`src/rtl/sel_fault_pkg.sv`:
```
// Shared types for the SPI select and mode-fault controller.
// Assumes the control write word is packed with enable in bit 0.
package sel_fault_pkg;
    typedef struct packed {
        logic err_ie;
        logic nss_drv;
        logic sw_sel;
        logic sw_mgmt;
        logic master;
        logic en;
    } ctl_t;

    localparam int CTL_W = $bits(ctl_t);
endpackage

```
`src/rtl/nss_sync.sv`:
```
// Multi-flop synchronizer for the asynchronous select pin.
// Assumes at least two stages; resets to the inactive (high) level.
module nss_sync #(
    parameter int STAGES = 2
) (
    input  logic clk,
    input  logic rst_n,
    input  logic d_i,
    output logic q_o
);
    logic [STAGES-1:0] stage_q;

    genvar g;
    generate
        for (g = 0; g < STAGES; g++) begin : g_stage
            if (g == 0) begin : g_first
                // first stage samples the raw pin
                always_ff @(posedge clk) begin
                    if (!rst_n) stage_q[0] <= 1'b1;
                    else        stage_q[0] <= d_i;
                end
            end else begin : g_next
                // later stages pass the level along
                always_ff @(posedge clk) begin
                    if (!rst_n) stage_q[g] <= 1'b1;
                    else        stage_q[g] <= stage_q[g-1];
                end
            end
        end
    endgenerate

    assign q_o = stage_q[STAGES-1];
endmodule

```
`src/rtl/sel_level.sv`:
```
// Resolves the internal select level and the select-line drive. It also
// flags a foreign bus claim when this port is a listening master.
// Assumes all inputs are register outputs or synchronized levels.
module sel_level (
    input  logic nss_sync_i,
    input  logic en_i,
    input  logic master_i,
    input  logic sw_mgmt_i,
    input  logic sw_sel_i,
    input  logic nss_drv_i,
    output logic sel_n_o,
    output logic nss_oe_o,
    output logic slave_active_o,
    output logic claim_o
);
    logic self_drive_cfg;

    // pick the select source and derive drive, slave and claim terms
    always_comb begin
        sel_n_o        = sw_mgmt_i ? sw_sel_i : nss_sync_i;
        self_drive_cfg = nss_drv_i && !sw_mgmt_i;
        nss_oe_o       = self_drive_cfg && master_i && en_i;
        slave_active_o = en_i && !master_i && !sel_n_o;
        claim_o        = master_i && !self_drive_cfg && !sel_n_o;
    end
endmodule

```
`src/rtl/fault_core.sv`:
```
// Holds the control fields, the mode-fault flag and the clear-sequence
// armed bit. A claim clears enable and master; they stay locked until a
// status access followed by a control write clears the flag.
module fault_core
    import sel_fault_pkg::*;
(
    input  logic clk,
    input  logic rst_n,
    input  logic ctl_wr_i,
    input  ctl_t ctl_wdata_i,
    input  logic stat_acc_i,
    input  logic claim_i,
    output ctl_t ctl_o,
    output logic modf_o
);
    ctl_t ctl_q, ctl_d;
    logic modf_q, modf_d;
    logic armed_q, armed_d;

    // next state of control fields, flag and armed bit
    always_comb begin
        ctl_d   = ctl_q;
        modf_d  = modf_q;
        armed_d = armed_q;
        if (ctl_wr_i) begin
            ctl_d        = ctl_wdata_i;
            ctl_d.en     = ctl_wdata_i.en && !modf_q;
            ctl_d.master = ctl_wdata_i.master && !modf_q;
            armed_d      = 1'b0;
            if (armed_q) modf_d = 1'b0;
        end else if (stat_acc_i && modf_q) begin
            armed_d = 1'b1;
        end
        if (claim_i) begin
            ctl_d.en     = 1'b0;
            ctl_d.master = 1'b0;
            modf_d       = 1'b1;
        end
    end

    // state registers with synchronous reset
    always_ff @(posedge clk) begin
        if (!rst_n) begin
            ctl_q   <= '0;
            modf_q  <= 1'b0;
            armed_q <= 1'b0;
        end else begin
            ctl_q   <= ctl_d;
            modf_q  <= modf_d;
            armed_q <= armed_d;
        end
    end

    assign ctl_o  = ctl_q;
    assign modf_o = modf_q;

    // a claim drops the port out of master mode at the next edge
    assert_claim_drops_R6: assert property (@(posedge clk) disable iff (!rst_n)
        claim_i |=> (modf_q && !ctl_q.en && !ctl_q.master));

    // writes while faulted never raise enable or master
    assert_locked_write_R8: assert property (@(posedge clk) disable iff (!rst_n)
        (modf_q && ctl_wr_i) |=> (!ctl_q.en && !ctl_q.master));

    // the flag only falls after an armed control write
    assert_clear_sequence_R7: assert property (@(posedge clk) disable iff (!rst_n)
        $fell(modf_q) |-> $past(ctl_wr_i && armed_q));
endmodule

```
`src/rtl/spi_sel_fault_ctrl.sv`:
```
// Top of the SPI select and mode-fault controller: a pin synchronizer,
// select resolution and the fault/control register core.
// Assumes strobes are single-cycle and synchronous to clk.
module spi_sel_fault_ctrl
    import sel_fault_pkg::*;
#(
    parameter int SYNC_STAGES = 2
) (
    input  logic             clk,
    input  logic             rst_n,
    input  logic             nss_pin_i,
    input  logic             ctl_wr_i,
    input  logic [CTL_W-1:0] ctl_wdata_i,
    input  logic             stat_acc_i,
    output logic             port_en_o,
    output logic             master_o,
    output logic             modf_o,
    output logic             err_irq_o,
    output logic             sel_n_o,
    output logic             nss_out_o,
    output logic             nss_oe_o,
    output logic             slave_active_o
);
    logic nss_s;
    logic claim;
    ctl_t ctl;

    nss_sync #(.STAGES(SYNC_STAGES)) u_sync (
        .clk   (clk),
        .rst_n (rst_n),
        .d_i   (nss_pin_i),
        .q_o   (nss_s)
    );

    sel_level u_sel (
        .nss_sync_i     (nss_s),
        .en_i           (ctl.en),
        .master_i       (ctl.master),
        .sw_mgmt_i      (ctl.sw_mgmt),
        .sw_sel_i       (ctl.sw_sel),
        .nss_drv_i      (ctl.nss_drv),
        .sel_n_o        (sel_n_o),
        .nss_oe_o       (nss_oe_o),
        .slave_active_o (slave_active_o),
        .claim_o        (claim)
    );

    fault_core u_core (
        .clk         (clk),
        .rst_n       (rst_n),
        .ctl_wr_i    (ctl_wr_i),
        .ctl_wdata_i (ctl_t'(ctl_wdata_i)),
        .stat_acc_i  (stat_acc_i),
        .claim_i     (claim),
        .ctl_o       (ctl),
        .modf_o      (modf_o)
    );

    // output mapping and fault interrupt
    always_comb begin
        port_en_o = ctl.en;
        master_o  = ctl.master;
        err_irq_o = modf_o && ctl.err_ie;
        nss_out_o = 1'b0;
    end

    // drive only ever happens from an enabled master
    assert_drive_only_master_R4: assert property (@(posedge clk) disable iff (!rst_n)
        nss_oe_o |-> (master_o && port_en_o));

    // a slave frame never runs while this port is master
    assert_slave_not_master_R5: assert property (@(posedge clk) disable iff (!rst_n)
        slave_active_o |-> (!master_o && port_en_o));
endmodule

```
`config.mk`:
```
export PLATFORM = sky130hd
export DESIGN_NAME = spi_sel_fault_ctrl
export DESIGN_NICKNAME = d
export VERILOG_FILES = /design/src/rtl/sel_fault_pkg.sv /design/src/rtl/nss_sync.sv /design/src/rtl/sel_level.sv /design/src/rtl/fault_core.sv /design/src/rtl/spi_sel_fault_ctrl.sv
export SDC_FILE = /design/constraint.sdc
export NUM_CORES = 1
export LEC_CHECK = 0
export BUFFER_PORTS_ARGS = -buffer_cell sky130_fd_sc_hd__clkbuf_2
export CORE_AREA = 2 2 39 41
export CTS_CLUSTER_DIAMETER = 60
export CTS_CLUSTER_SIZE = 25
export DETAILED_ROUTE_END_ITERATION = 10
export DIE_AREA = 0 0 41 43
export PLACE_DENSITY = 0.63
export SKIP_CTS_REPAIR_TIMING = 1
export SYNTH_ARGS = -nofsm -noshare
export SYNTH_HDL_FRONTEND = slang
export SYNTH_HIERARCHICAL = 1
export SYNTH_SLANG_ARGS = --single-unit
```
`constraint.sdc`:
```
create_clock -name clk -period 1.2 [get_ports clk]
set_input_delay 0.36 -clock clk [delete_from_list [all_inputs] [get_ports clk]]
set_output_delay 0.36 -clock clk [all_outputs]
set_load 0.1 [all_outputs]
```
==> summary.txt, run 1 <==
Final layout
  • Diode count: 0
  • Design area: 813 um^2
  • Final core utilization: 58.8%
  • Layout cell share with drive strength beyond 1: between 60% and 70%
  • Final nets: 84
  • Area Growth Syn to Fin: 85.7%

Synth
  • Post-synth top area cell: dfxtp_1
  • Top post-synthesis cells by area: dfxtp_1 46%, mux2i_1 9.1%, nand2b_1 7.1%
  • Main synth FF type: dfxtp_1
  • Post-synth EDFFs: 0
  • Top post-synthesis cells by count: 10 x dfxtp_1, 5 x nand2b_1, 5 x nor2b_1, 4 x mux2i_1
  • Synth warnings: 6
  • Post-synthesis sequential area ratio: between 40% and 50%
  • Simple-gate share of the synthesized area: 27.1%
  • Netlist Area Pre-Place: between 400 and 500 um^2
  • Synthesis-stage register bit count: 10
  • Syn_area_per_cell: 10.7 um^2
  • Cells after Synth: between 40 and 50
  • Largest family of logic cells by synthesized area: simple AND/OR/NAND/NOR gates
  • Fraction of synthesized area in multiplexers: 12.6%
  • Post-synthesis xor/xnor area fraction: 0%
  • Synth Area in Compound Gates: 9.43%
  • Most instantiated library cell after synthesis: dfxtp_1
  • Synth Area in Adders: 0%
  • Asr flop ratio synth: 0%
  • Cell variety after synth: 18
  • Net count after synthesis: 52
  • Area share of the largest cell type after synthesis: 45.7%

Clock tree
  • Htree depth: 1
  • Clock root buffer master: clkbuf_4
  • TritonCTS buffer count: 3
  • TritonCTS clock tree: done
  • Clk slew on worst S/H paths: around 0.06 ns
  • Max clock buf depth: 2
  • Clock sink count: 10
  • Clk_lat worst skew: 0.25 ns

Placed design
  • Dpl hpwl: 655 um
  • Setup WS pre-CTS: -0.233 ns
  • Post-Place Cell Area: approximately 690 um^2
  • PortBufs: 17
  • GPL Wtd Cong: roughly 0.7

Floorplan
  • DIE AREA: 1760 um^2
  • Row Count: 14
  • Die Y: roughly 43 um
  • IO Pins: 19
  • Starting density of the core: 31.6%
  • Chip width: between 40 and 50 um
  • Core ar.: 1380 um^2

Drt
  • Final wirelength: 859 um
  • Pre-Repair DR Iteration Count: 3
  • Wire per inst: 9.76 um
  • DRT iter0 DRCs: 5
  • Drt drc: 0
  • Final ANT Viol Nets: 0
  • Via count: slightly below 400
  • Vias per Instance: 4.39

Timing
  • Tcrit/Tclk final: 140%
  • Clock skew: 0.00277 ns
  • Hold Slack: 0.282 ns
  • Unrepaired setup endpoints after global routing: yes
  • Achievable Freq: between 500 and 600 MHz
  • Final WS setup: -0.481 ns
  • Fin. Hold Viols: 0
  • Final min period: 1.68 ns
  • Final slew viol count: 0
  • Final Setup Violations: 6

Min path
  • Tightest Hold Check Type: in -> reg

Setup path
  • Crit. End Element: output port
  • Setup CP Type: reg -> out
  • Reg2Reg Setup Slack: 0.02 ns
  • Critical path fanouts, max: 2
  • Worst EP arrival: about 1.3 ns
  • Critical Path Source Type: register
  • CP Data Required Time: 0.84 ns

GRT
  • Total track usage: between 10% and 20%
  • Initial antenna violation count: 0
  • Grt total ovfl: 0
  • Largest net degree at the start of global routing: 11
  • Global-route wire length before repair: 1.20 mm
  • Vias in the first global route: between 300 and 400

Pwr
  • Lkg Pwr: 0.362 nW
  • Total Power: 887 uW
  • Pwr/cell area: 1090 nW/um^2
  • Peak supply drop: between 0.7 and 0.8 mV

Status
  • Failing checks: setup timing
  • Outcome: complete, but fails checks

Run
  • Max Cap Viol: 0
-- cell type report --
cell class                      count  area [um^2]
Fill cell                         124          571
Clock buffer                        4         36.3
Multi-Input combinational cell     29          248
Tap cell                           16         20.0
Timing Repair Buffer               29          299
Sequential cell                    10          210
-- registers in the layout, indices dropped and copies added (netlist names) --
| signal | flops |
|---|---|
| u_core/ctl_o | 6 |
| u_core/armed_q | 1 |
| u_core/modf_o | 1 |
| u_sync/q_o | 1 |
| u_sync/stage_q | 1 |
-- final timing paths --
kind	from	end	cells past startpoint
worst max-delay path	u_core/ctl_o[2]$_SDFFE_PN0P_	slave_active_o	3
worst min-delay path	nss_pin_i	u_sync/stage_q[0]$_SDFF_PN1_	2
worst min register to register	u_sync/stage_q[0]$_SDFF_PN1_	u_sync/q_o$_SDFF_PN1_	1
worst max register to register	u_core/ctl_o[2]$_SDFFE_PN0P_	u_core/ctl_o[0]$_SDFFE_PP0P_	7
-- worst max-delay path, stage by stage, from the launching register on --
cell	delay, ns
dfxtp_2	0.33
mux2_4	0.31
nor3b_4	0.22
buf_12	0.20
-- cells by family after synthesis --
logic type / Yosys count
compound gates: 6
mux: 5
flops: 10
buf+inv: 2
simple gates: 17
other cells: 1
-- power by group --
| group | internal, mW | leakage, nW | switching, mW |
|---|---|---|---|
| clock network | 0.184 | 0.0210 | 0.107 |
| registers | 0.347 | 0.0845 | 0.0118 |
| logic | 0.111 | 0.257 | 0.128 |
| total | 0.641 | 0.362 | 0.246 |
-- routing by layer --
metal / up-vias / wire length [um] / GRT usage (%)
met3: 2 / 23 / 1.57
met4: 0 / 19 / 8.00
met1: 173 / 330 / 10.2
met5: - / 0 / 0
li1: 201 / - / -
met2: 10 / 485 / 18.4
-- placed cells by master (no fill, tap or decap), drive strengths merged --
cell     n
mux2     1
nand3b   2
and4b    1
a21oi    3
buf     19
and2     1
nor2b    5
dfxtp   10
nand2b   5
a21boi   1
mux2i    4
nor3     1
nor3b    2
clkbuf  14
o21a     2
conb     1
-- per-stage QoR --
step | std cells | setup TNS [ns]
after CTS | 82 | -1.53
after floorplan | 41 | -1.43
after global routing | 88 | -1.78
after global placement | 78 | -0.357
final | 88 | -1.55
after detailed placement | 78 | -0.401
No activity file was read; power rests on OpenSTA's default activity.
==> inputs of run 2 (changes only) <==
CELL_PAD_IN_SITES_DETAIL_PLACEMENT = 0   (was not set)
CELL_PAD_IN_SITES_GLOBAL_PLACEMENT = 1   (was not set)
CORE_AREA = not set   (was 2 2 39 41)
CORE_MARGIN = 2   (was not set)
CORE_UTILIZATION = 31   (was not set)
DIE_AREA = not set   (was 0 0 41 43)
PLACE_DENSITY = 0.75   (was 0.63)
==> summary.txt, run 2 (synthesized netlist as in run 1, its figures left out) <==
Clock tree
  • TritonCTS buffer count: 3 (unchanged)
  • Clock sink count: 10 (unchanged)
  • Clk slew on worst S/H paths: 0.06 ns (about the same)
  • Htree depth: 1 (unchanged)
  • Max clock buf depth: 2 (unchanged)
  • Clk_lat worst skew: 0.26 ns (was 0.25 ns)
  • TritonCTS clock tree: done (unchanged)
  • Clock root buffer master: clkbuf_4 (unchanged)

Setup path
  • Setup CP Type: reg -> out (unchanged)
  • CP max-delay cell: dfxtp_2 (unchanged)
  • Critical path fanouts, max: 2 (unchanged)
  • Critical Path Source Type: register (unchanged)
  • R2R cell count: 6 (was 7)
  • CP max stage delay: 0.34 ns (was 0.33 ns)
  • Worst EP arrival: 1.32 ns (about the same)
  • Reg2Reg Setup Slack: 0.04 ns (was 0.02 ns)
  • RR Endpoint: u_core/ctl_o[0]$_SDFFE_PP0P_ (unchanged)
  • Worst R2R Start: u_core/ctl_o[2]$_SDFFE_PN0P_ (unchanged)
  • Crit. End Element: output port (unchanged)
  • CP Data Required Time: 0.84 ns (about the same)
  • Crit-path cells: mux2_4 -> nor3b_4 -> buf_12 (unchanged)

Drt
  • Final ANT Viol Nets: 0 (unchanged)
  • Pre-Repair DR Iteration Count: 3 (unchanged)
  • Drt drc: 0 (unchanged)
  • DRT iter0 DRCs: 3 (was 5)
  • Via count: 380 (was 386)
  • Final wirelength: 856 um (was 859 um)
  • Vias per Instance: 4.47 (was 4.39)
  • Wire per inst: 10.1 um (was 9.76 um)

Status
  • Failing checks: setup timing (unchanged)
  • Outcome: complete, but fails checks (unchanged)

Final layout
  • Largest register FFs: 6 (unchanged)
  • Final core utilization: 59.3% (was 58.8%)
  • Area Growth Syn to Fin: 78.3% (was 85.7%)
  • Commonest cells after routing, fill and taps aside: 10 x clkbuf_2, 7 x buf_12, 6 x dfxtp_1 (was 10 x clkbuf_2, 7 x buf_12, 7 x buf_4)
  • Fillers: 126 (was 124)
  • Final nets: 82 (was 84)
  • Diode count: 0 (unchanged)
  • Layout cell share with drive strength beyond 1: 58.6% (was 61.1%)
  • Commonest non-fill, non-tap cell in the layout: clkbuf_2 (unchanged)

Floorplan
  • Die Y: 41.6 um (was 43 um)
  • Row Count: 13 (was 14)
  • IO Pins: 19 (unchanged)
  • Starting density of the core: 33.2% (was 31.6%)
  • Chip width: 41.6 um (was 41 um)
  • DIE AREA: 1730 um^2 (was 1760 um^2)
  • Core ar.: 1320 um^2 (was 1380 um^2)

Timing
  • Final slew viol count: 0 (unchanged)
  • Final Setup Violations: 7 (was 6)
  • Tcrit/Tclk final: 140% (about the same)
  • Hold Slack: 0.283 ns (was 0.282 ns)
  • Unrepaired setup endpoints after global routing: yes (unchanged)
  • Clock skew: 0.0131 ns (was 0.00277 ns)
  • Achievable Freq: 596 MHz (was 595 MHz)
  • Final WS setup: -0.477 ns (was -0.481 ns)
  • Final min period: 1.68 ns (about the same)
  • Setup TNS: -1.57 ns (was -1.55 ns)
  • Fin. Hold Viols: 0 (unchanged)

Run
  • Max Cap Viol: 0 (unchanged)

Placed design
  • Dpl hpwl: 626 um (was 655 um)
  • PortBufs: 17 (unchanged)
  • Setup WS pre-CTS: -0.237 ns (was -0.233 ns)
  • GPL Wtd Cong: 0.690 (was 0.712)

Pwr
  • Peak supply drop: 0.546 mV (was 0.741 mV)
  • Pwr/cell area: 1060 nW/um^2 (was 1090 nW/um^2)
  • Lkg Pwr: 0.344 nW (was 0.362 nW)

GRT
  • Initial antenna violation count: 0 (unchanged)
  • Vias in the first global route: 338 (was 327)
  • Total track usage: 10.7% (was 10.6%)
  • Grt total ovfl: 0 (unchanged)
  • Global-route wire length before repair: 1.35 mm (was 1.20 mm)
  • Largest net degree at the start of global routing: 11 (unchanged)

Min path
  • WHS Endpoint: u_sync/stage_q[0]$_SDFF_PN1_ (unchanged)
  • Hold depth: 2 (unchanged)
  • Tightest Hold Check Type: in -> reg (unchanged)
  • HP Start: nss_pin_i (unchanged)
## run 2: cell count changes in the layout (fill, tap and decap cells not counted), sizes merged
cell  change
buf       -2
## run 2: area by class of cell
class / count / area (um^2) / area share [%]
clock buffers: 4 / 26.3 / 3.37
multi-input cells: 29 / 241 / 30.9
flip-flops and latches: 10 / 210 / 26.9
well taps: 15 / 18.8 / 2.40
repair buffers: 27 / 284 / 36.4
## run 2: how the worst max path moves through the flow
stage,from,end,slack (ns),depth (start not counted)
after floorplan,u_core/ctl_o[2]$_SDFFE_PN0P_,slave_active_o,-0.84,2
after global placement,u_core/ctl_o[2]$_SDFFE_PN0P_,slave_active_o,-0.21,3
after detailed placement,u_core/ctl_o[2]$_SDFFE_PN0P_,slave_active_o,-0.24,3
after CTS,u_core/ctl_o[2]$_SDFFE_PN0P_,slave_active_o,-0.52,3
after global routing,u_core/ctl_o[2]$_SDFFE_PN0P_,slave_active_o,-0.53,3
final,u_core/ctl_o[2]$_SDFFE_PN0P_,slave_active_o,-0.48,3
## run 2: power breakdown
part	internal, mW	leakage [nW]	switching (mW)
clock	0.128	0.0150	0.111
sequential	0.347	0.0845	0.0120
combinational	0.103	0.245	0.125
total	0.578	0.344	0.248
## run 2: metrics by stage
step / total power, mW / instances / cell area [um^2]
2_1_floorplan: 0.497 / 41 / 455
3_3_place_gp: 0.574 / 77 / 691
3_5_place_dp: 0.577 / 77 / 691
4_1_cts: 0.820 / 81 / 717
5_1_grt: 0.862 / 85 / 781
6_report: 0.826 / 85 / 781
## run 2: layer usage
| metal | vias to the layer above | share of wire, % | global-route usage [%] |
|---|---|---|---|
| met3 | 0 | 3.7 | 2.61 |
| met2 | 10 | 51 | 18.1 |
| li1 | 197 | - | - |
| met5 | - | 0 | 0 |
| met4 | 0 | 0 | 9.68 |
| met1 | 173 | 45 | 10.7 |
## run 2: worst max-delay path: cells and delay by family, from the launching register on
kind,cells,cell delay (ns)
mux,1,0.31
flops,1,0.34
buf+inv,1,0.20
simple gates,1,0.21
==> inputs of run 3 (changes only) <==
SETUP_SLACK_MARGIN = 0.1   (was not set)
SKIP_LAST_GASP = 1   (was not set)
clock period = 1.76 ns   (was 1.2 ns; I/O delays follow)
==> summary.txt, run 3 (synthesized netlist as in run 1, its figures left out) <==
Drt
  • DRT iter0 DRCs: 5 (was 3)
  • Final ANT Viol Nets: 0 (unchanged)
  • Drt drc: 0 (unchanged)
  • Wire per inst: 10.2 um (was 10.1 um)
  • Vias per Instance: 4.69 (was 4.47)
  • Via count: 347 (was 380)
  • Final wirelength: 753 um (was 856 um)
  • Pre-Repair DR Iteration Count: 3 (unchanged)

Min path
  • Hold depth: 1 (was 2)
  • HP Start: u_sync/stage_q[0]$_SDFF_PN1_ (was nss_pin_i)
  • WHS Endpoint: u_sync/q_o$_SDFF_PN1_ (was u_sync/stage_q[0]$_SDFF_PN1_)
  • Tightest Hold Check Type: reg -> reg (was in -> reg)

Setup path
  • Crit. End Element: output port (unchanged)
  • Worst EP arrival: 1.33 ns (was 1.32 ns)
  • CP Data Required Time: 1.23 ns (was 0.84 ns)
  • Worst R2R Start: u_core/ctl_o[2]$_SDFFE_PN0P_ (unchanged)
  • R2R cell count: 4 (was 6)
  • Reg2Reg Setup Slack: 0.76 ns (was 0.04 ns)
  • Critical Path Source Type: register (unchanged)
  • Critical path fanouts, max: 5 (was 2)
  • Setup CP Type: reg -> out (unchanged)
  • RR Endpoint: u_core/ctl_o[0]$_SDFFE_PP0P_ (unchanged)

Timing
  • Achievable Freq: 538 MHz
  • Unrepaired setup endpoints after global routing: yes (unchanged)
  • Max_slew headroom: 64.3%
  • Tcrit/Tclk final: 106%
  • Fin. Hold Viols: 0 (unchanged)
  • Final min period: 1.86 ns
  • Hold Slack: 0.415 ns (was 0.283 ns)
  • Final WS setup: -0.0991 ns (was -0.477 ns)
  • Final Setup Violations: 2 (was 7)
  • Worst-Margin Slew: 0.538 ns
  • Setup TNS: -0.103 ns (was -1.57 ns)
  • Clock skew: 0.00767 ns (was 0.0131 ns)
  • Final slew viol count: 0 (unchanged)

Floorplan
  • IO Pins: 19 (unchanged)
  • Die Y: 41.6 um (unchanged)
  • Starting density of the core: 33.2% (unchanged)
  • DIE AREA: 1730 um^2 (unchanged)
  • Row Count: 13 (unchanged)
  • Core ar.: 1320 um^2 (unchanged)
  • Chip width: 41.6 um (unchanged)

GRT
  • Total track usage: 11.3% (was 10.7%)
  • Vias in the first global route: 352 (was 338)
  • Largest net degree at the start of global routing: 11 (unchanged)
  • Grt total ovfl: 0 (unchanged)
  • Global-route wire length before repair: 1.41 mm (was 1.35 mm)
  • Initial antenna violation count: 0 (unchanged)

Clock tree
  • Clk slew on worst S/H paths: 0.06 ns (about the same)
  • Clock sink count: 10 (unchanged)
  • Clk_lat worst skew: 0.26 ns (about the same)
  • Clock root buffer master: clkbuf_4 (unchanged)
  • Htree depth: 1 (unchanged)
  • TritonCTS buffer count: 3 (unchanged)
  • TritonCTS clock tree: done (unchanged)
  • Max clock buf depth: 2 (unchanged)

Placed design
  • GPL Wtd Cong: 0.620 (was 0.690)
  • PortBufs: 17 (unchanged)
  • Dpl hpwl: 588 um (was 626 um)
  • Post-Place Cell Area: 586 um^2 (was 691 um^2)

Final layout
  • Fillers: 129 (was 126)
  • Final core utilization: 46.5% (was 59.3%)
  • Diode count: 0 (unchanged)
  • Commonest cells after routing, fill and taps aside: 11 x clkbuf_2, 6 x dfxtp_1, 5 x nor2b_1, 5 x nand2b_1, 4 x mux2i_1 (was 10 x clkbuf_2, 7 x buf_12, 6 x dfxtp_1)
  • Area Growth Syn to Fin: 40.0% (was 78.3%)
  • Commonest non-fill, non-tap cell in the layout: clkbuf_2 (unchanged)
  • Design area: 613 um^2 (was 781 um^2)
  • Largest register FFs: 6 (unchanged)
  • Layout cell share with drive strength beyond 1: 49.2% (was 58.6%)
  • Final nets: 72 (was 82)

Pwr
  • Pwr/cell area: 821 nW/um^2 (was 1060 nW/um^2)
  • Lkg Pwr: 0.268 nW (was 0.344 nW)
  • Total Power: 503 uW (was 826 uW)
  • Peak supply drop: 0.359 mV (was 0.546 mV)

Status
  • Failing checks: setup timing (unchanged)
  • Outcome: complete, but fails checks (unchanged)

Run
  • Max Cap Viol: 0 (unchanged)
run 3: metal layers:
| layer | global-route usage (%) | up-vias | share of wire [%] |
|---|---|---|---|
| met3 | 4.35 | 2 | 8.2 |
| met4 | 9.68 | 0 | 0.80 |
| met2 | 18.1 | 15 | 48 |
| li1 | - | 177 | - |
| met5 | 0 | - | 0 |
| met1 | 11.4 | 153 | 43 |
run 3: area by class of cell:
type / count / area (um^2) / area share (%)
Tap cell: 15 / 18.8 / 3.06
Sequential cell: 10 / 210 / 34.3
Clock buffer: 3 / 22.5 / 3.67
Timing Repair Buffer: 17 / 133 / 21.6
Multi-Input combinational cell: 29 / 229 / 37.3
run 3: where the power goes:
part           internal, mW  switching, mW
Clock                0.0785         0.0697
Combinational        0.0342         0.0741
Sequential            0.237        0.00964
Total                 0.350          0.153
run 3: stage by stage:
step | instances | worst slack (ns)
finish | 74 | -0.0991
global route | 74 | -0.170
CTS | 74 | -0.147
detailed placement | 71 | 0.139
global placement | 71 | 0.153
floorplan | 41 | -0.445
run 3: worst max-delay path: stages, from the launching register on:
cell and delay [ns]:
dfxtp_4 0.36, mux2_4 0.31, nor3b_4 0.21, buf_12 0.20
run 3: worst max-delay path by stage:
stage | from | endpoint | slack, ns | cells after the start
floorplan | u_core/ctl_o[2]$_SDFFE_PN0P_ | slave_active_o | -0.45 | 2
global placement | u_core/ctl_o[2]$_SDFFE_PN0P_ | slave_active_o | 0.15 | 3
detailed placement | u_core/ctl_o[2]$_SDFFE_PN0P_ | slave_active_o | 0.14 | 3
CTS | u_core/ctl_o[2]$_SDFFE_PN0P_ | slave_active_o | -0.15 | 3
global route | u_core/ctl_o[2]$_SDFFE_PN0P_ | slave_active_o | -0.17 | 3
finish | u_core/ctl_o[2]$_SDFFE_PN0P_ | slave_active_o | -0.1 | 3
